## src/rtl/raster_pkg.sv

```systemverilog
package raster_pkg;
  typedef enum logic [2:0] {
    SEG_EAV,
    SEG_HFILL,
    SEG_SAV,
    SEG_VFILL,
    SEG_PIX
  } seg_e;

  localparam int unsigned CODE_LEN = 4;
endpackage

```

## src/rtl/raster_counters.sv

```systemverilog
module raster_counters #(
  parameter int unsigned HW = 12,
  parameter int unsigned VW = 11
) (
  input  logic          clk,
  input  logic          rst_n,
  input  logic [HW-1:0] cfg_line_len,
  input  logic [VW-1:0] cfg_frame_lines,
  output logic [HW-1:0] hcnt,
  output logic [VW-1:0] vcnt
);
  logic [HW-1:0] hcnt_d;
  logic [VW-1:0] vcnt_d;
  logic          h_last;
  logic          v_last;

  always_comb begin
    h_last = (hcnt == cfg_line_len - HW'(1));
    v_last = (vcnt == cfg_frame_lines - VW'(1));
    hcnt_d = h_last ? '0 : hcnt + HW'(1);
    vcnt_d = vcnt;
    if (h_last) vcnt_d = v_last ? '0 : vcnt + VW'(1);
  end

  always_ff @(posedge clk or negedge rst_n) begin
    if (!rst_n) begin
      hcnt <= '0;
      vcnt <= '0;
    end else begin
      hcnt <= hcnt_d;
      vcnt <= vcnt_d;
    end
  end

  a_r2_hcnt_in_line: assert property (@(posedge clk) disable iff (!rst_n)
    hcnt < cfg_line_len);
endmodule

```

## src/rtl/raster_field_decode.sv

```systemverilog
module raster_field_decode #(
  parameter int unsigned VW = 11
) (
  input  logic [VW-1:0] vcnt,
  input  logic [VW-1:0] cfg_a1_start,
  input  logic [VW-1:0] cfg_a1_end,
  input  logic [VW-1:0] cfg_f2_line,
  input  logic [VW-1:0] cfg_a2_start,
  input  logic [VW-1:0] cfg_a2_end,
  input  logic [VW-1:0] cfg_vsync_lines,
  output logic          f_bit,
  output logic          v_bit,
  output logic          vsync
);
  logic in_act1;
  logic in_act2;
  logic [VW:0] vs2_end;

  always_comb begin
    in_act1 = (vcnt >= cfg_a1_start) && (vcnt < cfg_a1_end);
    in_act2 = (vcnt >= cfg_a2_start) && (vcnt < cfg_a2_end);
    f_bit   = (vcnt >= cfg_f2_line);
    v_bit   = !(in_act1 || in_act2);
    vs2_end = {1'b0, cfg_f2_line} + {1'b0, cfg_vsync_lines};
    vsync   = (vcnt < cfg_vsync_lines) ||
              (f_bit && ({1'b0, vcnt} < vs2_end));
  end
endmodule

```

## src/rtl/raster_word_gen.sv

```systemverilog
module raster_word_gen
  import raster_pkg::*;
#(
  parameter int unsigned DW = 10,
  parameter int unsigned HW = 12
) (
  input  logic [HW-1:0] hcnt,
  input  logic [HW-1:0] cfg_hblank,
  input  logic          f_bit,
  input  logic          v_bit,
  input  logic [DW-1:0] cfg_y_min,
  input  logic [DW-1:0] cfg_y_max,
  input  logic [DW-1:0] cfg_c_min,
  input  logic [DW-1:0] cfg_c_max,
  input  logic [DW-1:0] pix_in,
  output logic [DW-1:0] word,
  output logic          req
);
  localparam int unsigned SH = DW - 8;
  localparam logic [DW-1:0] FILL_C = DW'(8'h80) << SH;
  localparam logic [DW-1:0] FILL_Y = DW'(8'h10) << SH;

  seg_e          seg;
  logic [HW-1:0] sav_base;
  logic [HW-1:0] code_idx;
  logic [HW-1:0] act_off;

  function automatic logic [DW-1:0] status_word(input logic f, input logic v, input logic h);
    logic [7:0] b;
    b = {1'b1, f, v, h, v ^ h, f ^ h, f ^ v, f ^ v ^ h};
    return DW'(b) << SH;
  endfunction

  function automatic logic [DW-1:0] clamp(input logic [DW-1:0] x,
                                          input logic [DW-1:0] lo,
                                          input logic [DW-1:0] hi);
    if (x < lo) return lo;
    if (x > hi) return hi;
    return x;
  endfunction

  function automatic logic [DW-1:0] code_word(input logic [1:0] idx, input logic [DW-1:0] st);
    case (idx)
      2'd0:    return '1;
      2'd3:    return st;
      default: return '0;
    endcase
  endfunction

  always_comb begin
    sav_base = cfg_hblank - HW'(CODE_LEN);
    act_off  = hcnt - cfg_hblank;
    code_idx = hcnt;
    if (hcnt < HW'(CODE_LEN))  seg = SEG_EAV;
    else if (hcnt < sav_base)  seg = SEG_HFILL;
    else if (hcnt < cfg_hblank) begin
      seg      = SEG_SAV;
      code_idx = hcnt - sav_base;
    end
    else if (v_bit)            seg = SEG_VFILL;
    else                       seg = SEG_PIX;

    req = 1'b0;
    case (seg)
      SEG_EAV:   word = code_word(code_idx[1:0], status_word(f_bit, v_bit, 1'b1));
      SEG_SAV:   word = code_word(code_idx[1:0], status_word(f_bit, v_bit, 1'b0));
      SEG_HFILL: word = hcnt[0] ? FILL_Y : FILL_C;
      SEG_VFILL: word = act_off[0] ? FILL_Y : FILL_C;
      default: begin
        req  = 1'b1;
        word = act_off[0] ? clamp(pix_in, cfg_y_min, cfg_y_max)
                          : clamp(pix_in, cfg_c_min, cfg_c_max);
      end
    endcase
  end
endmodule

```

## src/rtl/raster_gen_656.sv

```systemverilog
module raster_gen_656 #(
  parameter int unsigned DW = 10,
  parameter int unsigned HW = 12,
  parameter int unsigned VW = 11
) (
  input  logic          clk,
  input  logic          rst_n,
  input  logic [HW-1:0] cfg_line_len,
  input  logic [HW-1:0] cfg_hblank,
  input  logic [HW-1:0] cfg_hsync_len,
  input  logic [VW-1:0] cfg_frame_lines,
  input  logic [VW-1:0] cfg_a1_start,
  input  logic [VW-1:0] cfg_a1_end,
  input  logic [VW-1:0] cfg_f2_line,
  input  logic [VW-1:0] cfg_a2_start,
  input  logic [VW-1:0] cfg_a2_end,
  input  logic [VW-1:0] cfg_vsync_lines,
  input  logic [DW-1:0] cfg_y_min,
  input  logic [DW-1:0] cfg_y_max,
  input  logic [DW-1:0] cfg_c_min,
  input  logic [DW-1:0] cfg_c_max,
  input  logic [DW-1:0] pix_in,
  output logic          pix_req,
  output logic [DW-1:0] vd_out,
  output logic          hsync_o,
  output logic          vsync_o,
  output logic          blank_o,
  output logic          field_o,
  output logic          fsync_o
);
  logic [HW-1:0] hcnt;
  logic [VW-1:0] vcnt;
  logic          f_bit;
  logic          v_bit;
  logic          vsync_d;
  logic [DW-1:0] word_d;
  logic          hsync_d;
  logic          blank_d;
  logic          fsync_d;

  raster_counters #(.HW(HW), .VW(VW)) i_cnt (
    .clk             (clk),
    .rst_n           (rst_n),
    .cfg_line_len    (cfg_line_len),
    .cfg_frame_lines (cfg_frame_lines),
    .hcnt            (hcnt),
    .vcnt            (vcnt)
  );

  raster_field_decode #(.VW(VW)) i_fld (
    .vcnt            (vcnt),
    .cfg_a1_start    (cfg_a1_start),
    .cfg_a1_end      (cfg_a1_end),
    .cfg_f2_line     (cfg_f2_line),
    .cfg_a2_start    (cfg_a2_start),
    .cfg_a2_end      (cfg_a2_end),
    .cfg_vsync_lines (cfg_vsync_lines),
    .f_bit           (f_bit),
    .v_bit           (v_bit),
    .vsync           (vsync_d)
  );

  raster_word_gen #(.DW(DW), .HW(HW)) i_word (
    .hcnt       (hcnt),
    .cfg_hblank (cfg_hblank),
    .f_bit      (f_bit),
    .v_bit      (v_bit),
    .cfg_y_min  (cfg_y_min),
    .cfg_y_max  (cfg_y_max),
    .cfg_c_min  (cfg_c_min),
    .cfg_c_max  (cfg_c_max),
    .pix_in     (pix_in),
    .word       (word_d),
    .req        (pix_req)
  );

  always_comb begin
    hsync_d = (hcnt < cfg_hsync_len);
    blank_d = (hcnt < cfg_hblank) || v_bit;
    fsync_d = (hcnt == '0) && (vcnt == '0);
  end

  always_ff @(posedge clk or negedge rst_n) begin
    if (!rst_n) begin
      vd_out  <= '0;
      hsync_o <= 1'b0;
      vsync_o <= 1'b0;
      blank_o <= 1'b0;
      field_o <= 1'b0;
      fsync_o <= 1'b0;
    end else begin
      vd_out  <= word_d;
      hsync_o <= hsync_d;
      vsync_o <= vsync_d;
      blank_o <= blank_d;
      field_o <= f_bit;
      fsync_o <= fsync_d;
    end
  end

  a_r8_req_not_blank: assert property (@(posedge clk) disable iff (!rst_n)
    pix_req |=> !blank_o);
  a_r2_fsync_single: assert property (@(posedge clk) disable iff (!rst_n)
    fsync_o |=> !fsync_o);
  a_r2_fsync_on_eav: assert property (@(posedge clk) disable iff (!rst_n)
    fsync_o |-> (vd_out == '1));
  a_r6_field_eav_aligned: assert property (@(posedge clk) disable iff (!rst_n)
    !$stable(field_o) |-> (vd_out == '1));
endmodule

```

## config.mk

```make
export PLATFORM = sky130hd
export DESIGN_NAME = raster_gen_656
export DESIGN_NICKNAME = d
export VERILOG_FILES = /design/src/rtl/raster_pkg.sv /design/src/rtl/raster_counters.sv /design/src/rtl/raster_field_decode.sv /design/src/rtl/raster_word_gen.sv /design/src/rtl/raster_gen_656.sv
export SDC_FILE = /design/constraint.sdc
export NUM_CORES = 1
export LEC_CHECK = 0
export BUFFER_PORTS_ARGS = -buffer_cell sky130_fd_sc_hd__buf_2
export CAP_MARGIN = 20
export CORE_MARGIN = 4
export CORE_UTILIZATION = 56
export CTS_CLUSTER_SIZE = 30
export DETAILED_ROUTE_END_ITERATION = 10
export PLACE_DENSITY = 0.82
export SKIP_CTS_REPAIR_TIMING = 1
export SYNTH_ARGS = -nofsm -noshare
export SYNTH_HDL_FRONTEND = slang
export SYNTH_SLANG_ARGS = --single-unit
```

## constraint.sdc

```tcl
create_clock -name clk -period 5.54 [get_ports clk]
set_clock_uncertainty 0.2 [all_clocks]
set_input_delay 1.385 -clock clk [delete_from_list [all_inputs] [get_ports clk]]
set_output_delay 1.385 -clock clk [all_outputs]
set_load 0.03 [all_outputs]
```

==> results.txt <==
* Run status: completed
* Count of clock tree sinks: 38
- In this run the standard cell core region covers 12,600 um^2.
- After synthesis, flip-flops and latches occupy 13.3% of the total area.
* Maximum number of pins on one net before global-route repair: 39
- Counting instances, the worst hold path has a depth of 1.
- Across the VDD grid, the largest voltage drop is 0.000138 V.
- Routability-driven placement finished with a final weighted congestion of 0.878.
* Post-Route Hold Slack: 0.449 ns
- Routed vias/inst: 5.61
- Number of antenna violations at the first check in global routing: 0
- Setup violations remaining at the end of the flow were counted as 0.
* Most common flop cell mapped by yosys: dfrtp_1
- Worst setup path class: in -> out
* Summed area of non-filler cells in the final layout: 8440 um^2
* Slowest stage cell on the critical path: o41ai_1
- On the critical path the largest part of the delay comes from simple AND/OR/NAND/NOR gates.
* Clock Tree Buf Depth: 2
- Worst relative slew slack: 39.5%
- Relative to the synthesized area, the layout overhead comes to 17.9%.
- After synthesis, the largest family of logic cells by area is adder cells.
- Most common cell after layout, fill and taps aside: buf_2
- CP Capture Type: output port
- Adder-Cell Fraction of Synth Area: roughly 29%
- Root buf cell: clkbuf_16
- Global routing usage summed across all routing layers: 25.1%
* Cells taking the most area after synthesis: ha_1 28%, dfrtp_1 13%, inv_1 7.8%, a21oi_1 3.9%, xnor2_1 3.4%
- Clock tree synthesis inserted a total of 5 buffers.
- Full die area: 14,700 um^2
* Critical hold path startpoint: i_cnt.hcnt[0]$_DFF_PN0_
- In this run the most used layer during global routing was met2.
- Worst path buffer plus inverter count: 3
* Number of remaining DRC errors: 0
- Register-to-Register Path Depth: 15
- After layout, the worst path uses 97.6% of the clock period.
* Startpoint of the worst setup timing path: cfg_hblank[4]
- In this run, synthesis inferred 0 flip-flops with an integrated enable.
* N_diodes: 0
- For met3 alone, demand over resource in global routing was 2.98%.
* Final routed wire length divided by cell count: between 10 and 15 um
- Level count of the clock H-tree: 2
- After synthesis, the mean cell area works out to 7.87 um^2.
- Number of nets in the layout: 1,418
* Cell Area, Synth: slightly above 7000 um^2
- Classification of the worst-slack hold path: reg -> reg
- X dimension of the die: 121 um
- Total power density per cell area: 169 nW/um^2
* Largest stage delay on the critical path: 0.47 ns
- The worst register-to-register path ends at vd_out[4]$_DFF_PN0_.
- Setup TNS: 0 ns
- After clock tree synthesis, the clock-pin slew on the worst setup and hold paths is 0.06 ns.
- In the synthesized netlist the async set-or-reset flop fraction comes to 100%.
- The die is 121 um tall.
- Global-route met2 utilization: 45.7%
* Maximum fanout along the worst path: 7
- The biggest area contributor in the post-synthesis netlist is ha_1.
- After legalization and detailed placement, the total HPWL measured 15,500 um.
* Worst Setup Start Kind: primary input
- The synthesized design contains 38 register bits.
* Count of input and output buffers: 180
- Finished Core Util: 67.2%
* Aggregate routed wire length: 18,700 um
- Synthesis produced a netlist with a net count of around 1,200.
* First-pass GRT wire length: 30,800 um
- Global routing consumed, on the met1 layer, 31.6% of the routing resources.
- Maximum clock frequency: 185 MHz
- Register-to-register setup slack: 1.52 ns
- Setup repair after global routing left no endpoint under its margin.
- Effective utilization at floorplan: 57.0%
- The library cells used most frequently in the layout, excluding fill and tap cells, are 180 x buf_2, 163 x ha_1, 148 x inv_1.
* Synth cell types: 70
* Count of standard-cell rows: 41
* Destination of the worst hold path: i_cnt.hcnt[0]$_DFF_PN0_
- The tool flagged a number of max-cap violations equal to 0.
- Post-Syn Instances: 909
- The synthesized netlist devotes 17.3% of its cell area to simple gates.
* I/O Pins: 181
- For the worst-skew pair, the clock arrives at the later sink with an insertion delay of 0.28 ns.
- Count of synthesis-stage warnings from yosys: 0
* Number of antenna-violating nets in the routed design: 0
- Total count of max-transition violations in the final report: 0
- The routed layout has roughly 7,000 vias.
- In the final layout, the share of cells above drive strength 1 is about 21%.
* Post-synthesis compound-gate area fraction: 20.4%
- Filler cells: 1,093
- Arrival time reported for the critical path endpoint: 3.82 ns
* Number of iterations in the first detailed-routing pass: 5
- The placed instances occupy a cell area of 8280 um^2.
- After synthesis, the share of cell area in mux cells is 4.33%.
- The top cell type by area accounts for 28.5% of the synthesized area.
- At the worst endpoint, the required time is 3.95 ns.
- Summed over all cells, the static leakage comes to 4.68 nW.
- Leftover overflow at the end of global routing: 0
* Cells traversed along the worst timing path: buf_2 > nor3_2 > and3_1 > nand2_1 > nor2_1 > xnor2_1 > ha_1 > a211oi_1 > nor2_1 > o41ai_1 > buf_4 > nor4_2 > buf_2
- After the first detailed-routing iteration, the DRC count stood at ~370.
- For the finished layout, the period the worst path requires is around 5.4 ns.
- TritonCTS clock tree: built
- Worst slew pin tran: about 0.91 ns
* Number of endpoints with negative hold slack in the final report: 0
- Summing the areas of all xor and xnor instances in the mapped netlist gives 6.61% of the synthesized area.
* Via count of the first global-routing pass: 6,917
- R2R Path Start: i_cnt.hcnt[0]$_DFF_PN0_
==> worst reg2reg max path, stage by stage, from the launching register on <==
cell and delay [ns]:
dfrtp_1 0.49, inv_1 0.17, ha_1 0.16, inv_1 0.05, fa_1 0.37, nor2b_1 0.14
o2111ai_1 0.17, nand3_1 0.10, o41ai_1 0.45, buf_4 0.23, or3_1 0.23, mux2i_1 0.29
ha_1 0.33, nor2b_1 0.21, a221oi_1 0.13, a221oi_1 0.21
==> synth_stat cells (all sizes together), types with 3 or more instances <==
cell type,number
o2111ai,4
dfrtp,38
nand2b,13
a21oi,56
a211oi,15
nor4,9
clkbuf,13
xor2,26
a21o,24
o31ai,10
mux2i,22
o211ai,8
inv,148
nand3,31
mux2,8
a211o,4
or4,4
a2111oi,4
or2,5
a221oi,6
nand2,34
o21bai,5
nor3,17
and3,9
and2,4
ha,163
o21ai,49
buf,6
nor4b,3
xnor2,28
nor2b,17
o21a,4
nor2,61
nand4,12
a22oi,3
a221o,4
a31oi,7
or3,4
==> metal layers <==
metal  share of wire [%]  routed length [um]  vias to the layer above
met5                   0                   0                        -
li1                    -                   -                     3594
met4                 2.0                 382                        0
met2                  49                9200                      197
met1                  44                8150                     3252
met3                 5.2                 979                       32
==> flip-flops by register name, summed over array words and instances, names as in the netlist <==
signal,cells
blank_o,1
i_cnt.hcnt,12
vsync_o,1
fsync_o,1
i_cnt.vcnt,11
field_o,1
hsync_o,1
vd_out,10
==> through the flow <==
stage                     cells  power, mW  setup WS, ns
after floorplan             909      0.895         0.109
after global placement     1253       1.11         0.126
after detailed placement   1253       1.13        0.0941
after CTS                  1261       1.43        0.0862
after global routing       1261       1.56       0.00534
final                      1261       1.43         0.132
==> worst max-delay path by stage <==
stage	to	cells past startpoint	slack (ns)
after detailed placement	pix_req	14	0.09
after global routing	pix_req	14	0.005
after floorplan	pix_req	11	0.11
after global placement	pix_req	14	0.13
after CTS	pix_req	14	0.09
final	pix_req	13	0.13
==> layout make-up <==
class | instances | area, um^2 | area share [%]
multi-input combinational | 704 | 5590 | 66.2
tap | 172 | 215 | 2.55
timing repair buffer | 191 | 983 | 11.6
inverter | 148 | 556 | 6.58
clock buffer | 6 | 139 | 1.65
clock inverter | 2 | 12.5 | 0.148
sequential | 38 | 951 | 11.3
==> power by group <==
part           switching (mW)  leakage, nW  total, mW  internal, mW
Combinational           0.387         4.12      0.729         0.342
Clock                   0.119       0.0729      0.298         0.178
Sequential             0.0920        0.483      0.403         0.311
==> cells by family after synthesis <==
family,after synthesis
AOI/OAI and AO/OA,221
xor gates and xnor gates,54
adders and majority gates,165
buffers and inverters,167
DFF,38
muxes,30
and+or+nand+nor,234
Power figures use the tool's default switching activity.
